## src/rtl/seg_pkg.sv

```systemverilog
package seg_pkg;
  typedef enum logic [1:0] {
    ACC_READ  = 2'd0,
    ACC_WRITE = 2'd1,
    ACC_FETCH = 2'd2,
    ACC_RSVD  = 2'd3
  } acc_e;

  typedef enum logic [2:0] {
    CAUSE_NONE    = 3'd0,
    CAUSE_BAD_SEG = 3'd1,
    CAUSE_ABSENT  = 3'd2,
    CAUSE_LIMIT   = 3'd3,
    CAUSE_PERM    = 3'd4
  } cause_e;

  localparam int unsigned PERM_W = 3;
endpackage

```

## src/rtl/seg_table.sv

```systemverilog
module seg_table #(
  parameter int unsigned NUM_SEG = 16,
  parameter int unsigned BASE_W  = 32,
  parameter int unsigned LIMIT_W = 20,
  parameter int unsigned PERM_W  = 3,
  localparam int unsigned SEG_W  = $clog2(NUM_SEG)
) (
  input  logic               clk_i,
  input  logic               rst_ni,
  input  logic               we_i,
  input  logic [SEG_W-1:0]   wr_idx_i,
  input  logic [BASE_W-1:0]  wr_base_i,
  input  logic [LIMIT_W-1:0] wr_limit_i,
  input  logic               wr_present_i,
  input  logic [PERM_W-1:0]  wr_perm_i,
  input  logic [SEG_W-1:0]   rd_idx_i,
  output logic [BASE_W-1:0]  rd_base_o,
  output logic [LIMIT_W-1:0] rd_limit_o,
  output logic               rd_present_o,
  output logic [PERM_W-1:0]  rd_perm_o
);
  logic [BASE_W-1:0]  base_q    [NUM_SEG];
  logic [LIMIT_W-1:0] limit_q   [NUM_SEG];
  logic               present_q [NUM_SEG];
  logic [PERM_W-1:0]  perm_q    [NUM_SEG];

  for (genvar g = 0; g < NUM_SEG; g++) begin : g_ent
    logic hit;
    assign hit = we_i && (32'(wr_idx_i) == g);
    always_ff @(posedge clk_i or negedge rst_ni) begin
      if (!rst_ni) begin
        base_q[g]    <= '0;
        limit_q[g]   <= '0;
        present_q[g] <= 1'b0;
        perm_q[g]    <= '0;
      end else if (hit) begin
        base_q[g]    <= wr_base_i;
        limit_q[g]   <= wr_limit_i;
        present_q[g] <= wr_present_i;
        perm_q[g]    <= wr_perm_i;
      end
    end
  end

  // Indices at or above NUM_SEG read as absent; the checker traps them earlier anyway
  always_comb begin
    rd_base_o    = '0;
    rd_limit_o   = '0;
    rd_present_o = 1'b0;
    rd_perm_o    = '0;
    if (32'(rd_idx_i) < NUM_SEG) begin
      rd_base_o    = base_q[rd_idx_i];
      rd_limit_o   = limit_q[rd_idx_i];
      rd_present_o = present_q[rd_idx_i];
      rd_perm_o    = perm_q[rd_idx_i];
    end
  end

  p_write_lands_r10: assert property (@(posedge clk_i) disable iff (!rst_ni)
    we_i |=> (base_q[$past(wr_idx_i)] == $past(wr_base_i)) &&
             (limit_q[$past(wr_idx_i)] == $past(wr_limit_i)) &&
             (present_q[$past(wr_idx_i)] == $past(wr_present_i)));
endmodule

```

## src/rtl/seg_check.sv

```systemverilog
module seg_check
  import seg_pkg::*;
#(
  parameter int unsigned NUM_SEG = 16,
  parameter int unsigned LIMIT_W = 20,
  parameter int unsigned OFF_W   = 20,
  localparam int unsigned SEG_W  = $clog2(NUM_SEG),
  localparam int unsigned LEN_W  = $clog2(NUM_SEG + 1),
  localparam int unsigned CMP_W  = (LIMIT_W > OFF_W) ? LIMIT_W : OFF_W
) (
  input  logic [SEG_W-1:0]   seg_i,
  input  logic [LEN_W-1:0]   len_i,
  input  logic [OFF_W-1:0]   off_i,
  input  acc_e               acc_i,
  input  logic [LIMIT_W-1:0] limit_i,
  input  logic               present_i,
  input  logic [PERM_W-1:0]  perm_i,
  output cause_e             cause_o
);
  logic [CMP_W-1:0] off_ext, lim_ext;
  logic seg_bad, over_lim, perm_bad;

  assign off_ext  = CMP_W'(off_i);
  assign lim_ext  = CMP_W'(limit_i);
  assign seg_bad  = (32'(seg_i) >= 32'(len_i)) || (32'(seg_i) >= NUM_SEG);
  assign over_lim = off_ext >= lim_ext;

  always_comb begin
    unique case (acc_i)
      ACC_READ:  perm_bad = !perm_i[0];
      ACC_WRITE: perm_bad = !perm_i[1];
      ACC_FETCH: perm_bad = !perm_i[2];
      default:   perm_bad = 1'b1;
    endcase
  end

  // Fixed priority: the first failing check wins
  always_comb begin
    if (seg_bad)         cause_o = CAUSE_BAD_SEG;
    else if (!present_i) cause_o = CAUSE_ABSENT;
    else if (over_lim)   cause_o = CAUSE_LIMIT;
    else if (perm_bad)   cause_o = CAUSE_PERM;
    else                 cause_o = CAUSE_NONE;
  end
endmodule

```

## src/rtl/seg_xlate.sv

```systemverilog
module seg_xlate
  import seg_pkg::*;
#(
  parameter int unsigned NUM_SEG = 16,
  parameter int unsigned BASE_W  = 32,
  parameter int unsigned LIMIT_W = 20,
  parameter int unsigned OFF_W   = 20,
  localparam int unsigned SEG_W  = $clog2(NUM_SEG),
  localparam int unsigned LEN_W  = $clog2(NUM_SEG + 1),
  localparam int unsigned LIN_W  = BASE_W
) (
  input  logic               clk_i,
  input  logic               rst_ni,
  input  logic               tbl_we_i,
  input  logic [SEG_W-1:0]   tbl_idx_i,
  input  logic [BASE_W-1:0]  tbl_base_i,
  input  logic [LIMIT_W-1:0] tbl_limit_i,
  input  logic               tbl_present_i,
  input  logic [2:0]         tbl_perm_i,
  input  logic               len_we_i,
  input  logic [LEN_W-1:0]   len_i,
  input  logic               req_valid_i,
  input  logic [SEG_W-1:0]   req_seg_i,
  input  logic [OFF_W-1:0]   req_off_i,
  input  logic [1:0]         req_acc_i,
  output logic               rsp_valid_o,
  output logic [LIN_W-1:0]   rsp_addr_o,
  output logic               rsp_trap_o,
  output logic [2:0]         rsp_cause_o
);
  logic [LEN_W-1:0]   len_q;
  logic [BASE_W-1:0]  ent_base;
  logic [LIMIT_W-1:0] ent_limit;
  logic               ent_present;
  logic [PERM_W-1:0]  ent_perm;
  cause_e             cause_d;
  logic [LIN_W-1:0]   sum_d;

  logic               vld_q;
  logic [LIN_W-1:0]   addr_q;
  cause_e             cause_q;

  seg_table #(
    .NUM_SEG(NUM_SEG), .BASE_W(BASE_W), .LIMIT_W(LIMIT_W), .PERM_W(PERM_W)
  ) u_table (
    .clk_i        (clk_i),
    .rst_ni       (rst_ni),
    .we_i         (tbl_we_i),
    .wr_idx_i     (tbl_idx_i),
    .wr_base_i    (tbl_base_i),
    .wr_limit_i   (tbl_limit_i),
    .wr_present_i (tbl_present_i),
    .wr_perm_i    (tbl_perm_i),
    .rd_idx_i     (req_seg_i),
    .rd_base_o    (ent_base),
    .rd_limit_o   (ent_limit),
    .rd_present_o (ent_present),
    .rd_perm_o    (ent_perm)
  );

  seg_check #(
    .NUM_SEG(NUM_SEG), .LIMIT_W(LIMIT_W), .OFF_W(OFF_W)
  ) u_check (
    .seg_i     (req_seg_i),
    .len_i     (len_q),
    .off_i     (req_off_i),
    .acc_i     (acc_e'(req_acc_i)),
    .limit_i   (ent_limit),
    .present_i (ent_present),
    .perm_i    (ent_perm),
    .cause_o   (cause_d)
  );

  assign sum_d = LIN_W'(ent_base) + LIN_W'(req_off_i);

  always_ff @(posedge clk_i or negedge rst_ni) begin
    if (!rst_ni)       len_q <= '0;
    else if (len_we_i) len_q <= len_i;
  end

  always_ff @(posedge clk_i or negedge rst_ni) begin
    if (!rst_ni) begin
      vld_q   <= 1'b0;
      addr_q  <= '0;
      cause_q <= CAUSE_NONE;
    end else begin
      vld_q <= req_valid_i;
      if (req_valid_i) begin
        cause_q <= cause_d;
        addr_q  <= (cause_d == CAUSE_NONE) ? sum_d : '0;
      end else begin
        cause_q <= CAUSE_NONE;
        addr_q  <= '0;
      end
    end
  end

  assign rsp_valid_o = vld_q;
  assign rsp_addr_o  = addr_q;
  assign rsp_cause_o = cause_q;
  assign rsp_trap_o  = vld_q && (cause_q != CAUSE_NONE);

  p_rsp_follows_r2: assert property (@(posedge clk_i) disable iff (!rst_ni)
    req_valid_i |=> rsp_valid_o);
  p_rsp_idle_r2: assert property (@(posedge clk_i) disable iff (!rst_ni)
    !req_valid_i |=> !rsp_valid_o && !rsp_trap_o);
  p_bad_seg_r3: assert property (@(posedge clk_i) disable iff (!rst_ni)
    (req_valid_i && (32'(req_seg_i) >= 32'(len_q))) |=> rsp_cause_o == 3'd1);
  p_absent_r4: assert property (@(posedge clk_i) disable iff (!rst_ni)
    (req_valid_i && (32'(req_seg_i) < 32'(len_q)) && !ent_present) |=> rsp_cause_o == 3'd2);
  p_trap_addr_r9: assert property (@(posedge clk_i) disable iff (!rst_ni)
    (rsp_valid_o && rsp_trap_o) |-> rsp_addr_o == '0);
  p_len_write_r10: assert property (@(posedge clk_i) disable iff (!rst_ni)
    len_we_i |=> len_q == $past(len_i));
endmodule

```

## config.mk

```make
export PLATFORM = sky130hd
export DESIGN_NAME = seg_xlate
export DESIGN_NICKNAME = d
export VERILOG_FILES = /design/src/rtl/seg_pkg.sv /design/src/rtl/seg_table.sv /design/src/rtl/seg_check.sv /design/src/rtl/seg_xlate.sv
export SDC_FILE = /design/constraint.sdc
export NUM_CORES = 1
export LEC_CHECK = 0
export ABC_AREA = 1
export BUFFER_PORTS_ARGS = -buffer_cell sky130_fd_sc_hd__buf_4
export CAP_MARGIN = 20
export CORE_ASPECT_RATIO = 1.1
export CORE_MARGIN = 2
export CORE_UTILIZATION = 40
export DETAILED_ROUTE_END_ITERATION = 8
export PLACE_DENSITY = 0.55
export SLEW_MARGIN = 10
export SYNTH_ARGS = -nofsm -noshare
export SYNTH_HDL_FRONTEND = slang
export SYNTH_SLANG_ARGS = --single-unit
```

## constraint.sdc

```tcl
create_clock -name clk_i -period 5.2 [get_ports clk_i]
set_input_delay 0.26 -clock clk_i [delete_from_list [all_inputs] [get_ports clk_i]]
set_output_delay 0.26 -clock clk_i [all_outputs]
set_load 0.005 [all_outputs]
```

# After elaboration in Yosys (flattened, before gate mapping)
# Cells that the tools add are included.
# op_classes
n_div	0
order_cmp	3
add_sub_neg	1
bitwise	1
n_eq_ne	17
multipliers	0
reduce_logical	24
mux	20
shift	0
# ops
operator	count
32-bit binary-select mux with 4-bit select	1
32-bit two-way mux	4
20-bit binary-select mux with 4-bit select	1
20-bit two-way mux	2
32-bit by 20-bit adder with 32-bit output	1
4-bit equality test, second input constant	8
3-bit two-way mux	7
20-bit >= comparator	1
1-bit logical AND	17
4-bit by 3-bit equality test with 1-bit output, second input constant	4
3-bit binary-select mux with 4-bit select	1
4-bit by 2-bit equality test with 1-bit output, second input constant	2
4-bit by 5-bit >= comparator with 1-bit output	1
5-bit >= comparator, second input constant	1
4-bit inverter with 5-bit output	1
1-bit binary-select mux with 4-bit select	1
4-bit by 1-bit equality test with 1-bit output, second input constant	1
4-bit logical NOT	1
1-bit logical NOT	3
3-bit logical NOT	1
1-bit case mux with 3 select lines	1
3-bit nonzero test	1
2-bit by 1-bit equality test with 1-bit output, second input constant	1
2-bit equality test, second input constant	1
other kinds (2)	3
# totals
latchBits	0
wordCells	134
ff_bits	937
memories	0
out_inout_bits	37
ramBits	0
rom_bits	0

# Logic depth before layout (Yosys ltp)
# logic_depth
ltp_word	13
mapped_depth	26
ltp_nobuf	20

# Cells and area by module
# A second synthesis with hierarchy kept.
# unflattened
cells_unflattened	6337
area_unflattened_um2	47001.3
# by_module_without_submodules
module	cells_per_inst	n_inst	area_each_um2
seg_table	5678	1	42929.9
seg_xlate	529	1	3290.7
seg_check	130	1	780.7

# Worst setup path before layout
# No wires, ideal clock.
# synth_path
path_type	input to register
from	input port req_seg_i[0]
to	register addr_q[16] (netlist: rsp_addr_o[16])
slack_ps	2051
t_arrival_ps	3030
path_buffers	6
t_required_ps	5081
cell_stages	21
setup_ps	119
path_cell_list	buf_6 inv_4 buf_6 buf_4 buf_6 buf_4 buf_2 o21ai_0 o221ai_1 nand3_1 nand2_1 ha_1 fa_1 nand3_1 nand3_1 a21oi_1 o21ai_0 nand2_1 nand2_1 xnor2_1 nor2_1
# synth_via
elab_chain_cells	13
elab_cells_between_ends	27
classes_between	1 x add/sub; 2 x order compare; 19 x mux; 1 x bitwise; 4 x reduce/logical
# synth_rtl
element	line	source
from (decl)	seg_xlate.sv:23	input logic [SEG_W-1:0] req_seg_i,
branches (longest 11 deep; another with 20-bit >= comparator)	n/a	
32-bit two-way mux *	seg_xlate.sv:90	addr_q <= (cause_d == CAUSE_NONE) ? sum_d : '0;
32-bit two-way mux *	seg_xlate.sv:88	if (req_valid_i) begin
to (signal assigned)	seg_xlate.sv:90	
to (decl)	seg_xlate.sv:40	logic [LIN_W-1:0] addr_q;
# Every way passes the cells marked *. The select of a mux whose other input is x is not followed.
# A chain may end at the register's enable or synchronous reset.

# Final worst setup path
# layout_path
from	input port req_seg_i[1]
to	register addr_q[31] (netlist: rsp_addr_o[31])
# Same word-level chain as after synthesis.

==> impl_metrics.py <==
metrics = {
    "drt": {
        "postRouteAntennaNets": 0,
        "via_to_cell_ratio": 5.51,
        "wl_final_mm": 140,
        "vias": 36200,
        "route.detailed.wl_per_inst_um": 21.3,
        "dr.first_iter.drc_count": 3715,
        "drt_pre_antenna_iters": 8,
        "route.detailed.drc": 0,
    },
    "yosys": {
        "synth.cell_area_um2": 43100,
        "synthesis.nets": 5347,
        "synth_enable_flop_cells": 0,
        "synth_cells": 5206,
        "synthesis.area_per_instance_um2": 8.28,
        "synth_flop_cell": "sky130_fd_sc_hd__dfrtp_1",
        "synth_sequential_area_ratio_pct": 54.4,
        "synth-warning-count": 0,
        "synth_seq_cells": 937,
        "post_synth_num_cell_types": 38,
        "async_reset_ff_share_pct": 100,
    },
    "floorplan": {
        "placeableCoreArea_um2": 107000,
        "initial_core_util_pct": 40.2,
        "num_io_pins": 133,
        "placement_rows": 126,
        "die-area_um2": 110000,
        "die-width_um": 317,
        "die-height_um": 348,
    },
    "cells_and_area": {
        "synthToLayoutAreaGrowth_pct": 12.1,
        "finalNonFillerCells": 6570,
        "layout-drive-gt1-share_pct": 7.26,
        "antenna-diode-count": 0,
        "finish.net_count": 5225,
        "highest_count_cells_in_the_layout_ignoring_fill_and_taps": "1349 x sky130_fd_sc_hd__nand2_1, 1248 x sky130_fd_sc_hd__o21ai_0, 937 x sky130_fd_sc_hd__dfrtp_1, 440 x sky130_fd_sc_hd__nor2_1, 222 x sky130_fd_sc_hd__nand3_1",
        "final_util_pct": 45.1,
        "finalInstanceArea_um2": 48300,
        "most_common_cell_after_layout_fill_and_taps_aside": "sky130_fd_sc_hd__nand2_1",
    },
    "sta": {
        "worst_clock_skew_ps": 21.7,
        "fmax_ghz": 0.281,
        "hold_violations": 0,
        "slew-limit-headroom_pct": 29.8,
        "finalSetupViolations": 0,
        "rsz0062_at_grt": "no",
        "min_period_ps": 3550,
        "finalMaxSlewViolations": 0,
        "setup_total_negative_slack_ps": 0,
        "worst_hold_slack_ps": 72.9,
        "tightest_pin_transition_ps": 1050,
        "final_min_period_over_clock_period_pct": 68.4,
    },
    "worst_setup_path": {
        "cp-start-kind": "primary input",
        "critical_path_arrival_ps": 4120,
        "worst-setup-path-type": "primary input to flop",
        "worst_r2r_path_depth": 12,
        "critical_path_peak_fanout": 126,
        "cp-end-kind": "flop",
        "required_ps": 5760,
    },
    "clock_network": {
        "numClockSinks": 937,
        "worstSkewPairLatency_ps": 700,
        "clockRootBuffer": "sky130_fd_sc_hd__clkbuf_16",
        "post-cts-setup-buffers": 0,
        "clock_tree_from_tritoncts": "yes",
        "number_of_buffers_between_clock_root_and_the_deepest_sink": 3,
        "cts_max_level": 3,
        "cts-buffers-inserted": 103,
        "cts.clk_slew.worst_paths_ps": 60,
    },
    "run": {
        "timing.max_cap.violations": 0,
    },
    "outcome": {
        "status": "finished, final reports clean",
    },
    "hold_path": {
        "min_delay_path_depth": 3,
        "min_path_type": "primary input to flop",
    },
    "power": {
        "power.leakage_uw": 0.0229,
        "vdd.ir_drop.worst_mv": 0.243,
        "p_per_area_nw_per_um2": 411,
    },
    "global_routing": {
        "grt_remaining_overflow": 0,
        "global_route.usage.total_pct": 25.5,
        "antenna_violations_before_repair": 3,
        "largest_net_degree_at_the_start_of_global_routing": 184,
        "wire_length_of_the_first_global_routing_pass_mm": 217,
        "grt_pass1_vias": 34700,
    },
    "placement": {
        "place.detailed.instances": 6371,
        "dp_hpwl_mm": 78.2,
        "port-buffer-count": 132,
        "postPlaceCellArea_um2": 44900,
        "gp_congestion": 0.854,
    },
}
[sequential cells by signal, indices dropped and copies added (netlist names)]
| name | flops |
|---|---|
| u_table.base_q | 512 |
| u_table.limit_q | 320 |
| u_table.perm_q | 48 |
| rsp_addr_o | 32 |
| u_table.present_q | 16 |
| len_q | 5 |
| rsp_cause_o | 3 |
| rsp_valid_o | 1 |
[per-stage QoR]
stage,setup slack [ps],power (uW)
after floorplan,2050,11600
after global placement,1150,12600
after detailed placement,1120,12700
after CTS,1810,20000
after global routing,1370,21000
final,1650,19800
[path summary, 6_finish.rpt]
path | endpoint | startpoint | slack [ps]
max in group asynchronous | u_table.limit_q[43] | rst_ni | 3670
min | u_table.base_q[124] | tbl_base_i[28] | 70
max reg2reg | rsp_addr_o[15] | u_table.base_q[418] | 2200
max | rsp_addr_o[31] | req_seg_i[1] | 1650
min reg2reg | u_table.limit_q[265] | u_table.limit_q[265] | 480
min in group asynchronous | u_table.perm_q[47] | rst_ni | 170
[area by class of cell]
| type | count | area (um^2) |
|---|---|---|
| fillers | 10600 | 58700 |
| flip-flops and latches | 937 | 23400 |
| multi-input cells | 3620 | 17100 |
| clock buffers | 157 | 3000 |
| repair buffers | 209 | 1850 |
| well taps | 1408 | 1760 |
| inverters | 213 | 827 |
| clock inverters | 26 | 284 |
[worst max-delay path, stage by stage]
cell,delay (ps)
sky130_fd_sc_hd__clkbuf_8,240
sky130_fd_sc_hd__inv_8,620
sky130_fd_sc_hd__buf_4,700
sky130_fd_sc_hd__o21ai_0,200
sky130_fd_sc_hd__o221ai_1,200
sky130_fd_sc_hd__nand3_1,120
sky130_fd_sc_hd__nand2_1,110
sky130_fd_sc_hd__ha_1,300
sky130_fd_sc_hd__a21oi_1,220
sky130_fd_sc_hd__o21ai_0,110
sky130_fd_sc_hd__a31oi_1,150
sky130_fd_sc_hd__nand3_1,160
sky130_fd_sc_hd__nand2_1,130
sky130_fd_sc_hd__nand2_1,120
sky130_fd_sc_hd__a21oi_1,150
sky130_fd_sc_hd__nor2_1,70
[repair_timing]
action / CTS / global route
endpoints found under the setup margin: 0 / 0
resized for setup: 0 / 0
hold endpoints to repair: 84 / 0
hold buffers: 16 / 0
[synth_stat cells, drive strengths merged (2+ instances only)]
library cell / number / share of area (%)
nand2: 1364 / 12
o21ai: 1259 / 15
dfrtp: 937 / 54
nor2: 442 / 3.9
clkbuf: 350 / 3.0
nand3: 227 / 2.6
inv: 213 / 1.9
o221ai: 137 / 2.8
buf: 86 / 1.2
ha: 44 / 1.3
a21oi: 36 / 0.42
o211ai: 28 / 0.49
o22ai: 27 / 0.39
xnor2: 13 / 0.26
nand4: 9 / 0.13
xor2: 7 / 0.14
a31oi: 4 / 0.058
a21o: 3 / 0.052
nand3b: 3 / 0.052
nor3: 3 / 0.035
o21bai: 3 / 0.052
and3: 2 / 0.029
mux2: 2 / 0.052
o21a: 2 / 0.035
[per-layer routing]
layer	share of wire [%]	routed length, um	GRT usage, %	vias up
met2	46	64600	40.9	1085
met5	0.025	35	0	-
met3	5.4	7600	3.33	213
met4	2.9	4020	8.00	6
met1	45	63600	35.8	17900
li1	-	-	-	17000
[kinds of logic (layout without fill, tap and decap cells)]
| group | after synthesis | in the layout | synth area share (%) |
|---|---|---|---|
| buf+inv | 649 | 605 | 6.13 |
| flops | 937 | 937 | 54.4 |
| compound gates | 1501 | 1501 | 18.9 |
| fa+ha+maj | 45 | 45 | 1.32 |
| simple gates | 2052 | 2052 | 18.7 |
| xor+xnor | 20 | 20 | 0.407 |
| mux | 2 | 2 | 0.0523 |
[power breakdown]
group          total (uW)  internal, uW  switching, uW
registers            9470          8730            738
logic                3140          1180           1960
clock network        7230          4160           3060
No activity file was read; power rests on OpenSTA's default activity.
